File: src/rtl/bhr_pkg.sv
package bhr_pkg;
  typedef enum logic [2:0] {
    ST_BOOT,
    ST_PULSE,
    ST_WAIT_LO,
    ST_ARMED,
    ST_ACK,
    ST_FIN
  } bhr_state_t;
endpackage

File: src/rtl/bhr_seq.sv
module bhr_seq
  import bhr_pkg::*;
#(
  parameter int ACK_HOLD = 2
) (
  input  logic clk,
  input  logic rst,
  input  logic rx_valid,
  input  logic last_now,
  output logic capture,
  output logic hdr,
  output logic ack,
  output logic done
);
  localparam int HOLD_W = (ACK_HOLD < 1) ? 1 : $clog2(ACK_HOLD + 1);
  localparam logic [HOLD_W-1:0] HOLD_LAST = HOLD_W'(ACK_HOLD);

  bhr_state_t st;
  logic [HOLD_W-1:0] hcnt;
  logic fin;

  always_comb capture = (st == ST_ARMED) && rx_valid;

  always_ff @(posedge clk) begin
    if (rst) begin
      st   <= ST_BOOT;
      ack  <= 1'b0;
      done <= 1'b0;
      hdr  <= 1'b1;
      fin  <= 1'b0;
      hcnt <= '0;
    end else begin
      case (st)
        ST_BOOT: begin
          ack <= 1'b1;
          st  <= ST_PULSE;
        end
        ST_PULSE: begin
          ack <= 1'b0;
          st  <= ST_WAIT_LO;
        end
        ST_WAIT_LO: begin
          if (!rx_valid) st <= ST_ARMED;
        end
        ST_ARMED: begin
          if (capture) begin
            ack  <= 1'b1;
            hcnt <= '0;
            fin  <= last_now;
            hdr  <= 1'b0;
            st   <= ST_ACK;
          end
        end
        ST_ACK: begin
          if (hcnt == HOLD_LAST) begin
            ack <= 1'b0;
            if (fin) begin
              done <= 1'b1;
              st   <= ST_FIN;
            end else begin
              st <= ST_WAIT_LO;
            end
          end else begin
            hcnt <= hcnt + 1'b1;
          end
        end
        default: st <= ST_FIN;
      endcase
    end
  end
endmodule

File: src/rtl/bhr_addr.sv
module bhr_addr #(
  parameter int ADDR_W = 7,
  parameter logic [ADDR_W-1:0] CNT_ADDR = 7'h20,
  parameter logic [ADDR_W-1:0] BASE_A = 7'h31,
  parameter logic [ADDR_W-1:0] BASE_B = 7'h61
) (
  input  logic              clk,
  input  logic              rst,
  input  logic              capture,
  input  logic              hdr,
  output logic [ADDR_W-1:0] addr_nxt
);
  localparam int NREG = 2;

  logic [ADDR_W-1:0] ptr [NREG];
  logic sel;

  for (genvar g = 0; g < NREG; g++) begin : g_region
    localparam logic [ADDR_W-1:0] BASE = (g == 0) ? BASE_A : BASE_B;
    always_ff @(posedge clk) begin
      if (rst) ptr[g] <= BASE;
      else if (capture && !hdr && (sel == g[0])) ptr[g] <= ptr[g] + 1'b1;
    end
  end

  always_ff @(posedge clk) begin
    if (rst) sel <= 1'b0;
    else if (capture && !hdr) sel <= ~sel;
  end

  always_comb addr_nxt = hdr ? CNT_ADDR : ptr[sel];
endmodule

File: src/rtl/bhr_remain.sv
module bhr_remain #(
  parameter int DATA_W  = 8,
  parameter int MAX_LEN = 61
) (
  input  logic              clk,
  input  logic              rst,
  input  logic              capture,
  input  logic              hdr,
  input  logic [DATA_W-1:0] cnt_byte,
  output logic              last_now
);
  localparam logic [DATA_W-1:0] MAXV = DATA_W'(MAX_LEN);

  logic [DATA_W-1:0] rem;
  logic [DATA_W-1:0] clamp;

  always_comb begin
    clamp    = (cnt_byte > MAXV) ? MAXV : cnt_byte;
    last_now = hdr ? (clamp == '0) : (rem == DATA_W'(1));
  end

  always_ff @(posedge clk) begin
    if (rst) rem <= '0;
    else if (capture) rem <= hdr ? clamp : rem - 1'b1;
  end
endmodule

File: src/rtl/bhr_rx_top.sv
module bhr_rx_top #(
  parameter int DATA_W   = 8,
  parameter int ADDR_W   = 7,
  parameter int MAX_LEN  = 61,
  parameter int ACK_HOLD = 2,
  parameter logic [ADDR_W-1:0] CNT_ADDR = 7'h20,
  parameter logic [ADDR_W-1:0] BASE_A = 7'h31,
  parameter logic [ADDR_W-1:0] BASE_B = 7'h61
) (
  input  logic              clk,
  input  logic              rst,
  input  logic [DATA_W-1:0] rx_data,
  input  logic              rx_valid,
  output logic              rx_ack,
  output logic              mem_we,
  output logic [ADDR_W-1:0] mem_addr,
  output logic [DATA_W-1:0] mem_wdata,
  output logic              done
);
  logic capture, hdr, last_now;
  logic [ADDR_W-1:0] addr_nxt;

  bhr_seq #(.ACK_HOLD(ACK_HOLD)) u_seq (
    .clk(clk), .rst(rst), .rx_valid(rx_valid), .last_now(last_now),
    .capture(capture), .hdr(hdr), .ack(rx_ack), .done(done)
  );

  bhr_addr #(
    .ADDR_W(ADDR_W), .CNT_ADDR(CNT_ADDR), .BASE_A(BASE_A), .BASE_B(BASE_B)
  ) u_addr (
    .clk(clk), .rst(rst), .capture(capture), .hdr(hdr), .addr_nxt(addr_nxt)
  );

  bhr_remain #(.DATA_W(DATA_W), .MAX_LEN(MAX_LEN)) u_rem (
    .clk(clk), .rst(rst), .capture(capture), .hdr(hdr),
    .cnt_byte(rx_data), .last_now(last_now)
  );

  always_ff @(posedge clk) begin
    if (rst) begin
      mem_we    <= 1'b0;
      mem_addr  <= '0;
      mem_wdata <= '0;
    end else begin
      mem_we <= capture;
      if (capture) begin
        mem_addr  <= addr_nxt;
        mem_wdata <= rx_data;
      end
    end
  end
endmodule

File: config.mk
export PLATFORM = sky130hd
export DESIGN_NAME = bhr_rx_top
export DESIGN_NICKNAME = d
export VERILOG_FILES = /design/src/rtl/bhr_pkg.sv /design/src/rtl/bhr_seq.sv /design/src/rtl/bhr_addr.sv /design/src/rtl/bhr_remain.sv /design/src/rtl/bhr_rx_top.sv
export SDC_FILE = /design/constraint.sdc
export NUM_CORES = 1
export LEC_CHECK = 0
export BUFFER_PORTS_ARGS = -buffer_cell sky130_fd_sc_hd__buf_2
export CAP_MARGIN = 25
export CORE_ASPECT_RATIO = 0.8
export CORE_UTILIZATION = 45
export CTS_CLUSTER_SIZE = 8
export DETAILED_ROUTE_END_ITERATION = 6
export PLACE_DENSITY = 0.71
export SLEW_MARGIN = 20
export SYNTH_ARGS = -nofsm -noshare
export SYNTH_HDL_FRONTEND = slang
export SYNTH_SLANG_ARGS = --single-unit
File: constraint.sdc
create_clock -name clk -period 1.9 [get_ports clk]
set_clock_uncertainty 0.15 [all_clocks]
set_input_delay 0.095 -clock clk [delete_from_list [all_inputs] [get_ports clk]]
set_output_delay 0.095 -clock clk [all_outputs]
set_load 0.01 [all_outputs]
==> results_dict.tcl <==
set metrics [dict create \
    status "completed" \
    setup_tns_ns 0 \
    ys_async_sr_fraction_pct 0 \
    grt-ovfl-total 0 \
    hold_ws_ns 0.00488 \
    cts_made_buffers 5 \
    htree_levels 2 \
    syn_area_mm2 0.00234 \
    ant_nets 0 \
    drv_cap 0 \
    cp.required_ns 1.93 \
    setup_viol 0 \
    start_util_pct 46.7 \
    fin_area_mm2 0.00271 \
    r2r_end "u_seq.hcnt[1]" \
    synth_ff_type "dfxtp_1" \
    wire_per_inst_um 13.2 \
    end_kind "flip-flop" \
    worst_pin_slew_ns 0.484 \
    core_mm2 0.00501 \
    p_total_mw 1.94 \
    grt_pass1_vias 1664 \
    post-place-cells 341 \
    finalNonFillerCells 357 \
    antenna_found_initial 0 \
    crit_fanout 4 \
    cts_tree "yes" \
    grt_max_degree 29 \
    cp_data_arrival_time_ns 1.80 \
    fin_crit_sh_pct 93.1 \
    dpl.hpwl_um 3320 \
    cts_sinks 49 \
    drc_errors 0 \
    dp_slack_ns 0.117 \
    die-area_mm2 0.00548 \
    place_area_mm2 0.00254 \
    ff2ff_setup_slack_ns 0.13 \
    yosysSeqAreaShare_pct 48.0 \
    syn_nets 275 \
    min_period_ns 1.77 \
    worst-r2r-cell-count 6 \
    clockBufferDepth 2 \
    synth_edf_count 14 \
    io_buffers 28 \
    p_per_area_mw_per_mm2 718 \
    layout-area-overhead-vs-synth_pct 16.0 \
    place.gp.congestion 0.839 \
    cts_setup_buffers 0 \
    drive_above_1_share_pct 17.3 \
    r2r_start "u_seq.hcnt[0]" \
    p_leak_nw 1.01 \
    die_x_um 82.6 \
    synthDistinctLibCells 46 \
    hold_viol_final 0 \
    groute.usage.overall_pct 18.9 \
    setup_ws_ns 0.131 \
    synthCells 257 \
    row_count 23 \
    clock_tree.root_cell "clkbuf_8" \
    diodes 0 \
    vias_per_cell 5.30 \
    slew_headroom_pct 67.4 \
    slowest_stage "or4b_4" \
    hp-start "rx_valid" \
    dr.pass1.iters 4 \
    final_max_slew_viol_count 0 \
    yosys_warnings 0 \
    peakVddDrop_mv 0.543 \
    ios 29 \
    crit_path_cell_trace "inv_1 -> ha_1 -> or4b_4 -> and2_1 -> a21oi_1 -> nor2_1" \
    nets 312 \
    synth-seq-cells 49 \
    syn_area_per_cell_um2 9.09 \
    min_path_cells 3 \
    cp-start-kind "flip-flop" \
    yosys.area.top_type "dfxtp_1" \
    vias 1891 \
    final_util_pct 54.1 \
    path_clk_slew_ns 0.09 \
    fillCellCount 457 \
    hold_path_class "primary input to flip-flop" \
    synth_area_leaders "dfxtp_1 (30%), edfxtp_1 (18%), nor2_1 (5.6%), nand2_1 (4.8%), a21oi_1 (4.7%)" \
    drt_iter0_markers 134 \
    netlist_top_cells_count "dfxtp_1 (35), nor2_1 (35), nand2_1 (30)" \
    min_to "u_seq.st[2]" \
    yosysTopAreaCellShare_pct 30.0 \
    rsz0062_at_grt "no" \
    clk_latency_ns 0.30 \
    die-height_um 66.4 \
    worstSetupPathType "flip-flop to flip-flop" \
    max_freq_mhz 565 \
    grt_pass1_wl_um 7710 \
    critical-path-max-stage-delay_ns 0.50 \
    routed_wl_um 4700 \
]
==> where the power goes <==
group	switching, mW	total (mW)	internal [mW]
sequential	0.0390	1.14	1.10
clock	0.335	0.591	0.256
combinational	0.118	0.210	0.0927
total	0.492	1.94	1.45
==> state kept, by name (all words and copies together), names as in the netlist, named ones only <==
signal,count
mem_addr,7
mem_wdata,8
mem_we,1
u_addr.ptr,14
u_addr.sel,1
u_rem.rem,8
u_seq.ack,1
u_seq.done,1
u_seq.fin,1
u_seq.hcnt,2
u_seq.hdr,1
u_seq.st,3
==> repair_timing <==
| item | CTS | global route |
|---|---|---|
| hold endpoints to repair | 8 | 0 |
| endpoints found under the setup margin | 0 | 8 |
| hold buffers | 8 | 0 |
| gates resized for setup | 0 | 2 |
==> area by class of cell <==
type | instances | area, µm² | area share, %
sequential | 49 | 1120 | 41.5
multi-input combinational | 187 | 1120 | 41.4
timing repair buffer | 43 | 273 | 10.1
tap | 62 | 77.6 | 2.86
clock buffer | 6 | 72.6 | 2.68
inverter | 8 | 30.0 | 1.11
clock inverter | 2 | 10.0 | 0.370
==> cell usage in the layout (no fill, tap or decap), types with 3 or more instances in the layout <==
master and instances:
nor3_1 10, edfxtp_1 14, dfxtp_1 33, a21oi_1 22, nand3_1 12, xnor2_1 7
dlygate4sd3_1 8, ha_1 7, nand2_1 30, inv_1 8, clkbuf_8 5, buf_4 7
mux2i_1 7, o21ai_1 6, xor2_1 4, buf_2 28, a221oi_1 4, and2_1 3
nor2_1 35, nand2b_1 3, o21ai_0 4
==> how the worst max path moves through the flow <==
| stage | cells after the start | startpoint | end | slack [ns] |
|---|---|---|---|---|
| CTS | 5 | u_seq.st[0] | u_addr.ptr[0][0] | 0.09 |
| global placement | 6 | u_seq.hcnt[0] | u_seq.hcnt[0] | 0.15 |
| finish | 6 | u_seq.hcnt[0] | u_seq.hcnt[1] | 0.13 |
| global route | 6 | u_seq.hcnt[0] | u_seq.hcnt[0] | 0.002 |
| detailed placement | 5 | u_seq.st[0] | u_addr.ptr[0][0] | 0.12 |
| floorplan | 6 | u_seq.st[2] | u_addr.ptr[1][0] | 0.17 |
==> kinds of logic after synthesis <==
group | synth area share (%)
buffers and inverters | 3.96
adders and majority gates | 3.75
xor gates and xnor gates | 4.12
muxes | 3.00
AOI/OAI and AO/OA | 12.6
and+or+nand+nor | 24.5
DFF | 48.0
==> metal layers <==
layer / global-route usage [%] / vias up / routed length [µm]
met2: 29.4 / 49 / 2070
met1: 25.6 / 855 / 2330
met4: 6.03 / 0 / 55
met5: 0 / - / 0
li1: - / 980 / -
met3: 4.41 / 7 / 251
==> critical path: cells and delay by family (launching register included) <==
family | cells | cell delay (ns)
AND/OR/NAND/NOR | 3 | 0.73
flip-flops | 1 | 0.36
adder cells (fa/ha/maj) | 1 | 0.23
AO/OA/AOI/OAI | 1 | 0.14
buffers and inverters | 1 | 0.05
Note: power is estimated with default switching activity, not from simulation.
